==> config.mk <==
export PLATFORM = sky130hd
export DESIGN_NAME = lcd_wr_engine
export DESIGN_NICKNAME = d
export VERILOG_FILES = /design/src/rtl/lcdw_pkg.sv /design/src/rtl/lcdw_fifo.sv /design/src/rtl/lcdw_unpack.sv /design/src/rtl/lcdw_seq.sv /design/src/rtl/lcd_wr_engine.sv
export SDC_FILE = /design/constraint.sdc
export NUM_CORES = 1
export LEC_CHECK = 0
export ABC_AREA = 1
export BUFFER_PORTS_ARGS = -buffer_cell sky130_fd_sc_hd__buf_2
export CAP_MARGIN = 20
export CORE_AREA = 2 2 204 206
export CTS_BUF_LIST = sky130_fd_sc_hd__clkbuf_2
export CTS_CLUSTER_DIAMETER = 60
export DETAILED_ROUTE_END_ITERATION = 7
export DIE_AREA = 0 0 206 208
export GPL_ROUTABILITY_DRIVEN = 0
export PLACE_DENSITY_LB_ADDON = 0.05
export RECOVER_POWER = 25
export REMOVE_ABC_BUFFERS = 1
export SLEW_MARGIN = 10
export SYNTH_ARGS = -nofsm -noshare
export SYNTH_HDL_FRONTEND = slang
export SYNTH_HIERARCHICAL = 1
export SYNTH_SLANG_ARGS = --single-unit
==> constraint.sdc <==
create_clock -name clk -period 4.05 [get_ports clk]
set_input_delay 1.215 -clock clk [delete_from_list [all_inputs] [get_ports clk]]
set_output_delay 1.215 -clock clk [all_outputs]
set_load 0.03 [all_outputs]
==> src/rtl/lcdw_pkg.sv <==
package lcdw_pkg;
  typedef enum logic [1:0] {
    MODE_8  = 2'b00,
    MODE_16 = 2'b01,
    MODE_18 = 2'b10
  } wmode_e;

  localparam int BUS_W  = 18;
  localparam int WORD_W = 32;
  localparam int LANES  = WORD_W / 8;

  typedef enum logic [1:0] {
    PH_IDLE,
    PH_SETUP,
    PH_STROBE
  } phase_e;
endpackage

==> src/rtl/lcdw_fifo.sv <==
module lcdw_fifo #(
  parameter int DEPTH = 4,
  parameter int WIDTH = 32
) (
  input  logic             clk,
  input  logic             rst,
  input  logic             wr_en,
  input  logic [WIDTH-1:0] wr_data,
  input  logic             rd_en,
  output logic [WIDTH-1:0] head,
  output logic             not_empty,
  output logic             full,
  output logic             overflow
);
  localparam int AW = (DEPTH > 1) ? $clog2(DEPTH) : 1;
  localparam logic [AW-1:0] LAST = AW'(DEPTH - 1);
  localparam logic [AW:0]   FULLV = (AW + 1)'(DEPTH);

  logic [WIDTH-1:0] mem [DEPTH];
  logic [AW-1:0]    wp, rp;
  logic [AW:0]      occ;
  logic             wr_ok;

  assign wr_ok     = wr_en && (occ != FULLV);
  assign full      = (occ == FULLV);
  assign not_empty = (occ != '0);
  assign head      = mem[rp];

  // storage has no reset so it can map onto RAM
  always_ff @(posedge clk) begin
    if (wr_ok) mem[wp] <= wr_data;
  end

  always_ff @(posedge clk) begin
    if (rst) begin
      wp       <= '0;
      rp       <= '0;
      occ      <= '0;
      overflow <= 1'b0;
    end else begin
      if (wr_en && !wr_ok) overflow <= 1'b1;
      if (wr_ok) wp <= (wp == LAST) ? '0 : wp + 1'b1;
      if (rd_en) rp <= (rp == LAST) ? '0 : rp + 1'b1;
      case ({wr_ok, rd_en})
        2'b10:   occ <= occ + 1'b1;
        2'b01:   occ <= occ - 1'b1;
        default: occ <= occ;
      endcase
    end
  end
endmodule

==> src/rtl/lcdw_unpack.sv <==
module lcdw_unpack
  import lcdw_pkg::*;
(
  input  logic              clk,
  input  logic              rst,
  input  logic [WORD_W-1:0] head,
  input  logic              head_valid,
  input  logic [1:0]        mode,
  input  logic [LANES-1:0]  mask,
  input  logic              busy,
  input  logic              take,
  input  logic              done,
  output logic              beat_valid,
  output logic [BUS_W-1:0]  beat_data,
  output logic              pop
);
  logic [1:0] idx;
  logic [2:0] pc, nb;
  logic       last_beat;

  function automatic logic [7:0] pick(input logic [WORD_W-1:0] w,
                                      input logic [LANES-1:0] m,
                                      input logic [2:0] r);
    logic [7:0] res;
    logic [2:0] seen;
    res  = '0;
    seen = '0;
    for (int j = 0; j < LANES; j++) begin
      if (m[j]) begin
        if (seen == r) res = w[8*j +: 8];
        seen = seen + 3'd1;
      end
    end
    return res;
  endfunction

  always_comb begin
    pc = '0;
    for (int j = 0; j < LANES; j++) pc = pc + {2'b00, mask[j]};
    case (wmode_e'(mode))
      MODE_16: nb = pc >> 1;
      MODE_18: nb = 3'd1;
      default: nb = pc;
    endcase
  end

  always_comb begin
    case (wmode_e'(mode))
      MODE_16: beat_data = {2'b00, pick(head, mask, {idx, 1'b1}),
                            pick(head, mask, {idx, 1'b0})};
      MODE_18: beat_data = head[BUS_W-1:0];
      default: beat_data = {10'd0, pick(head, mask, {1'b0, idx})};
    endcase
  end

  assign beat_valid = head_valid && (nb != 3'd0);
  assign last_beat  = ({1'b0, idx} == nb - 3'd1);
  assign pop = (take && last_beat) || (done && idx != 2'd0) ||
               (busy && head_valid && nb == 3'd0);

  always_ff @(posedge clk) begin
    if (rst) begin
      idx <= '0;
    end else if (take) begin
      idx <= last_beat ? 2'd0 : idx + 2'd1;
    end else if (done) begin
      idx <= 2'd0;
    end
  end
endmodule

==> src/rtl/lcdw_seq.sv <==
module lcdw_seq
  import lcdw_pkg::*;
#(
  parameter int TIME_W = 8,
  parameter int CNT_W  = 16
) (
  input  logic              clk,
  input  logic              rst,
  input  logic              start,
  input  logic [1:0]        cfg_mode,
  input  logic [LANES-1:0]  cfg_mask,
  input  logic              cfg_data_sel,
  input  logic [TIME_W-1:0] cfg_data_setup,
  input  logic [TIME_W-1:0] cfg_data_hold,
  input  logic [TIME_W-1:0] cfg_cmd_setup,
  input  logic [TIME_W-1:0] cfg_cmd_hold,
  input  logic [CNT_W-1:0]  cfg_count,
  input  logic              beat_valid,
  input  logic [BUS_W-1:0]  beat_data,
  output logic              beat_take,
  output logic              xfer_done,
  output logic              busy,
  output logic [1:0]        mode_l,
  output logic [LANES-1:0]  mask_l,
  output logic              cs_n,
  output logic              rs,
  output logic              wr_n,
  output logic [BUS_W-1:0]  data
);
  phase_e            ph;
  logic [TIME_W-1:0] cnt;
  logic [CNT_W-1:0]  rem;
  logic [TIME_W-1:0] ds_l, dh_l, cs_l, ch_l;
  logic [TIME_W-1:0] su_sel, ho_sel;
  logic              strobe_end, last;

  assign su_sel     = rs ? ds_l : cs_l;
  assign ho_sel     = rs ? dh_l : ch_l;
  assign strobe_end = (ph == PH_STROBE) && (cnt == '0);
  assign last       = (rem == CNT_W'(1));
  assign xfer_done  = strobe_end && last;
  assign beat_take  = beat_valid &&
                      (((ph == PH_IDLE) && busy) || (strobe_end && !last));

  always_ff @(posedge clk) begin
    if (rst) begin
      ph     <= PH_IDLE;
      cnt    <= '0;
      rem    <= '0;
      busy   <= 1'b0;
      mode_l <= 2'b00;
      mask_l <= '1;
      ds_l   <= '0;
      dh_l   <= '0;
      cs_l   <= '0;
      ch_l   <= '0;
      cs_n   <= 1'b1;
      rs     <= 1'b0;
      wr_n   <= 1'b1;
      data   <= '0;
    end else begin
      if (start && !busy && cfg_count != '0) begin
        busy   <= 1'b1;
        rem    <= cfg_count;
        mode_l <= cfg_mode;
        mask_l <= cfg_mask;
        rs     <= cfg_data_sel;
        ds_l   <= cfg_data_setup;
        dh_l   <= cfg_data_hold;
        cs_l   <= cfg_cmd_setup;
        ch_l   <= cfg_cmd_hold;
      end
      case (ph)
        PH_IDLE: begin
          if (busy && beat_valid) begin
            cs_n <= 1'b0;
            wr_n <= 1'b1;
            data <= beat_data;
            cnt  <= su_sel;
            ph   <= PH_SETUP;
          end
        end
        PH_SETUP: begin
          if (cnt == '0) begin
            wr_n <= 1'b0;
            cnt  <= ho_sel;
            ph   <= PH_STROBE;
          end else begin
            cnt <= cnt - 1'b1;
          end
        end
        PH_STROBE: begin
          if (cnt == '0) begin
            wr_n <= 1'b1;
            rem  <= rem - 1'b1;
            if (last) begin
              busy <= 1'b0;
              cs_n <= 1'b1;
              ph   <= PH_IDLE;
            end else if (beat_valid) begin
              data <= beat_data;
              cnt  <= su_sel;
              ph   <= PH_SETUP;
            end else begin
              cs_n <= 1'b1;
              ph   <= PH_IDLE;
            end
          end else begin
            cnt <= cnt - 1'b1;
          end
        end
        default: ph <= PH_IDLE;
      endcase
    end
  end
endmodule

==> src/rtl/lcd_wr_engine.sv <==
module lcd_wr_engine
  import lcdw_pkg::*;
#(
  parameter int FIFO_DEPTH = 4,
  parameter int TIME_W     = 8,
  parameter int CNT_W      = 16
) (
  input  logic              clk,
  input  logic              rst,
  input  logic              host_wr,
  input  logic [31:0]       host_wdata,
  output logic              fifo_full,
  output logic              fifo_overflow,
  input  logic [1:0]        cfg_mode,
  input  logic [3:0]        cfg_mask,
  input  logic              cfg_data_sel,
  input  logic [TIME_W-1:0] cfg_data_setup,
  input  logic [TIME_W-1:0] cfg_data_hold,
  input  logic [TIME_W-1:0] cfg_cmd_setup,
  input  logic [TIME_W-1:0] cfg_cmd_hold,
  input  logic [CNT_W-1:0]  cfg_count,
  input  logic              run_set,
  output logic              run,
  input  logic              panel_reset_req,
  output logic              lcd_cs_n,
  output logic              lcd_rs,
  output logic              lcd_wr_n,
  output logic              lcd_rst_n,
  output logic [17:0]       lcd_data
);
  logic [WORD_W-1:0] head;
  logic              head_valid, pop;
  logic              beat_valid, beat_take, xfer_done;
  logic [BUS_W-1:0]  beat_data;
  logic [1:0]        mode_l;
  logic [LANES-1:0]  mask_l;

  lcdw_fifo #(.DEPTH(FIFO_DEPTH), .WIDTH(WORD_W)) u_fifo (
    .clk(clk), .rst(rst), .wr_en(host_wr), .wr_data(host_wdata),
    .rd_en(pop), .head(head), .not_empty(head_valid),
    .full(fifo_full), .overflow(fifo_overflow)
  );

  lcdw_unpack u_unpack (
    .clk(clk), .rst(rst), .head(head), .head_valid(head_valid),
    .mode(mode_l), .mask(mask_l), .busy(run), .take(beat_take),
    .done(xfer_done), .beat_valid(beat_valid), .beat_data(beat_data),
    .pop(pop)
  );

  lcdw_seq #(.TIME_W(TIME_W), .CNT_W(CNT_W)) u_seq (
    .clk(clk), .rst(rst), .start(run_set), .cfg_mode(cfg_mode),
    .cfg_mask(cfg_mask), .cfg_data_sel(cfg_data_sel),
    .cfg_data_setup(cfg_data_setup), .cfg_data_hold(cfg_data_hold),
    .cfg_cmd_setup(cfg_cmd_setup), .cfg_cmd_hold(cfg_cmd_hold),
    .cfg_count(cfg_count), .beat_valid(beat_valid), .beat_data(beat_data),
    .beat_take(beat_take), .xfer_done(xfer_done), .busy(run),
    .mode_l(mode_l), .mask_l(mask_l), .cs_n(lcd_cs_n), .rs(lcd_rs),
    .wr_n(lcd_wr_n), .data(lcd_data)
  );

  always_ff @(posedge clk) begin
    if (rst) lcd_rst_n <= 1'b0;
    else     lcd_rst_n <= !panel_reset_req;
  end
endmodule

==> out/results.md <==
GRT
• **wire length of the first global-routing pass** 56100 µm
• **maximum number of pins on one net before global-route repair** 75
• **antenna violations before repair** 1
• **GR Util All Layers** 0.169
• **GRT overflow** 0
• **vias in the first global route** 10000

CTS
• **CTS root buf** clkbuf_2
• **CTS tree** done
• **count of hold buffers inserted by post-cts repair** 0
• **Clock Latency Late Sink** 910 ps
• **clock sink total** 227
• **CTS buffer count** 67
• **maximum root-to-sink buffer count** 3
• **maximum level of the CTS H-tree** 3
• **clock-pin slew of the registers on the worst-case setup and hold paths** 90 ps

Critical path
• **maximum fanout along the worst path** 3
• **critical path startpoint category** register
• **CP Data Required Time** 4800 ps
• **Setup Crit Path Kind** register to register
• **cell depth of the worst flop-to-flop path** 17
• **critical path arrival** 4490 ps
• **capturing element type of the critical path** register

Placement
• **Cell Area, Placed** 13000 µm²
• **Placement Setup Slack** -77.9 ps
• **dpl hpwl** 23900 µm
• **total of buffers placed on input and output ports** 116
• **total instance count after detailed placement** 2071

Die
• **die height** 208 µm
• **number of rows created at floorplan** 74
• **Ports** 117
• **die area** 42800 µm²
• **initial standard-cell utilization of the core** 0.296
• **total core area** 40600 µm²
• **horizontal die dimension** 206 µm

Synth
• **Cells after Synth** 1471
• **post-synth design cell area** 12000 µm²
• **Yosys warnings** 6
• **cell accounting for the most synthesized area** edfxtp_1
• **cells taking the most area after synthesis** edfxtp_1 (32%), dfxtp_1 (17%), nand2_1 (9.1%), nor2_1 (6.8%), nand3_1 (6.5%)
• **Avg Inst Size Synth** 8.16 µm²
• **simple-gate share of the synthesized area** 0.286
• **combinational family with the most area after synthesis** simple AND/OR/NAND/NOR gates
• **share of the synthesized area in the top cell type** 0.320
• **sequential share of the synthesized area** 0.485
• **compound-cell area share of the yosys netlist** 0.108
• **mux cell area share after synthesis** 0
• **adder and majority cell fraction of the synthesized area** 0.0294
• **register bit count reported by yosys** 227
• **fraction of synthesized cell area in xor and xnor cells** 0.00625
• **distinct cell type count after synthesis** 48

Power and ir drop
• **leakage power** 5.83 nW
• **peak supply drop** 191 µV
• **Pwr Density** 548 nW/µm²
• **sum of internal, switching and leakage power** 7.42 mW

Drt
• **wire length on met3** 2190 µm
• **Met2 Routed Length** 15100 µm
• **sum of routed wire segments on met1** 17900 µm
• **number of optimization iterations in the first detailed-route pass** 7
• **Final Routed Wirelength** 35800 µm
• **via count** 10200
• **final routed wire length divided by cell count** 16.4 µm
• **DRC marker count from the first detailed-route iteration** 627
• **uppermost routed layer** met4
• **DRC viols** 0
• **final antenna-violating net count** 0
• **vias per std cell** 4.66

Final layout
• **Core Util, Final** 0.334
• **share of final-layout standard cells stronger than drive strength 1** 0.181
• **fillcell total** 4435
• **layout-stage area growth over the synthesis result** 12.8%
• **non-filler cells in the finished layout** 2189
• **area taken by multi-input logic gates** 5180 µm²
• **total non-filler cell area in the finished layout** 13600 µm²
• **layout net count** 1728
• **register area** 5830 µm²

Hold path
• **count of cells along the worst hold path** 2
• **Hold Path Class** register to register

Timing
• **Worst Hold Slack** 452 ps
• **headroom to the max-slew limit** 0.426
• **final max-slew violation count** 0
• **Worst-Margin Slew** 857 ps
• **Final Worst Setup Slack** 308 ps
• **worst-case clock skew** 67.9 ps
• **Setup TNS Final** 0 ps
• **clock period minus final worst setup slack** 3740 ps
• **final count of hold timing violations** 0
• **highest achievable clock rate** 267 MHz
• **setup-violating endpoint count in the final report** 0
• **fin crit share** 0.924

Outcome
• **outcome** complete, no violations

Run
• **max-cap violation count** 0

flip-flops by register name, summed over array words and instances (netlist names), 2 cells and up, named ones only:
register,count
u_seq/mask_l,4
u_fifo/rp,2
u_fifo/mem,128
u_seq/rem,16
u_fifo/occ,3
u_seq/ds_l,8
u_fifo/wp,2
u_seq/ph,2
u_seq/cnt,8
u_seq/mode_l,2
u_seq/cs_l,8
u_unpack/idx,2
u_seq/ch_l,8
u_seq/data,18
u_seq/dh_l,8
where the power goes:
part           total (mW)  internal (mW)  switching, mW
sequential           2.86           2.70          0.154
clock                1.72          0.722           1.00
combinational        2.84          0.871           1.97
total                7.42           4.30           3.13
placed cells by master (no fill, tap or decap), drive strengths merged, types with 33 or more instances in the layout:
cell / n
o22ai: 33
clkbuf: 127
nand2: 308
buf: 115
o21ai: 142
dfxtp: 99
a21oi: 58
nand3: 167
nor2: 235
inv: 142
edfxtp: 128
cells in the mapped netlist (all sizes together):
| master | count |
|---|---|
| clkbuf | 15 |
| o21a | 1 |
| o211ai | 1 |
| xnor2 | 3 |
| or2 | 3 |
| nor2 | 235 |
| and3 | 1 |
| nor3 | 4 |
| nand2 | 308 |
| nand3b | 9 |
| nand4 | 32 |
| o21ai | 142 |
| a211oi | 1 |
| o31ai | 1 |
| xor2 | 3 |
| inv | 139 |
| fa | 2 |
| a21oi | 58 |
| nor4 | 1 |
| dfxtp | 99 |
| a21boi | 1 |
| nand3 | 167 |
| and2 | 1 |
| edfxtp | 128 |
| buf | 57 |
| ha | 25 |
| o22ai | 33 |
| a31oi | 1 |
worst max-delay path, stage by stage, from the launching register on:
cell and delay (ps):
dfxtp_1 330, fa_1 480, ha_1 190, ha_1 290
nand2_1 50, nand2_1 60, o21ai_1 90, ha_1 200
ha_1 270, nand2_1 50, nor2_1 80, nand2_1 70
or2_2 290, o211ai_1 290, ha_2 260, fa_1 410
o21ai_0 160, a21oi_1 70
layer usage:
layer,vias up,GRT usage
met2,245,0.250
li1,5231,-
met3,53,0.0381
met1,4672,0.241
met5,-,0
met4,0,0.0567
path summary, 6_finish.rpt:
check	start	to	slack [ps]
worst max-delay path	u_seq/mask_l[0]	u_fifo/occ[1]	310
worst min-delay path	u_fifo/overflow	u_fifo/overflow	450
worst max register to register	u_seq/mask_l[0]	u_fifo/occ[1]	310
worst min register to register	u_fifo/overflow	u_fifo/overflow	450
area by class of cell:
cell class,count,area share
Sequential cell,227,0.430
Multi-Input combinational cell,1033,0.383
Timing Repair Buffer,141,0.0552
Tap cell,532,0.0491
Inverter,139,0.0392
Clock buffer,101,0.0373
Clock inverter,15,0.00646
Antenna cell,1,0.000185
cells by family after synthesis:
| family | after synthesis |
|---|---|
| XOR/XNOR | 6 |
| AO/OA/AOI/OAI | 239 |
| AND/OR/NAND/NOR | 761 |
| adder cells (fa/ha/maj) | 27 |
| buffers and inverters | 211 |
| flip-flops | 227 |
repair_timing:
item,in CTS,in global routing
gates resized for setup,2,4
pin swaps,0,2
setup endpoints to repair,1,2
setup buffers,0,1
cloned,0,0
Power figures use the tool's default switching activity.
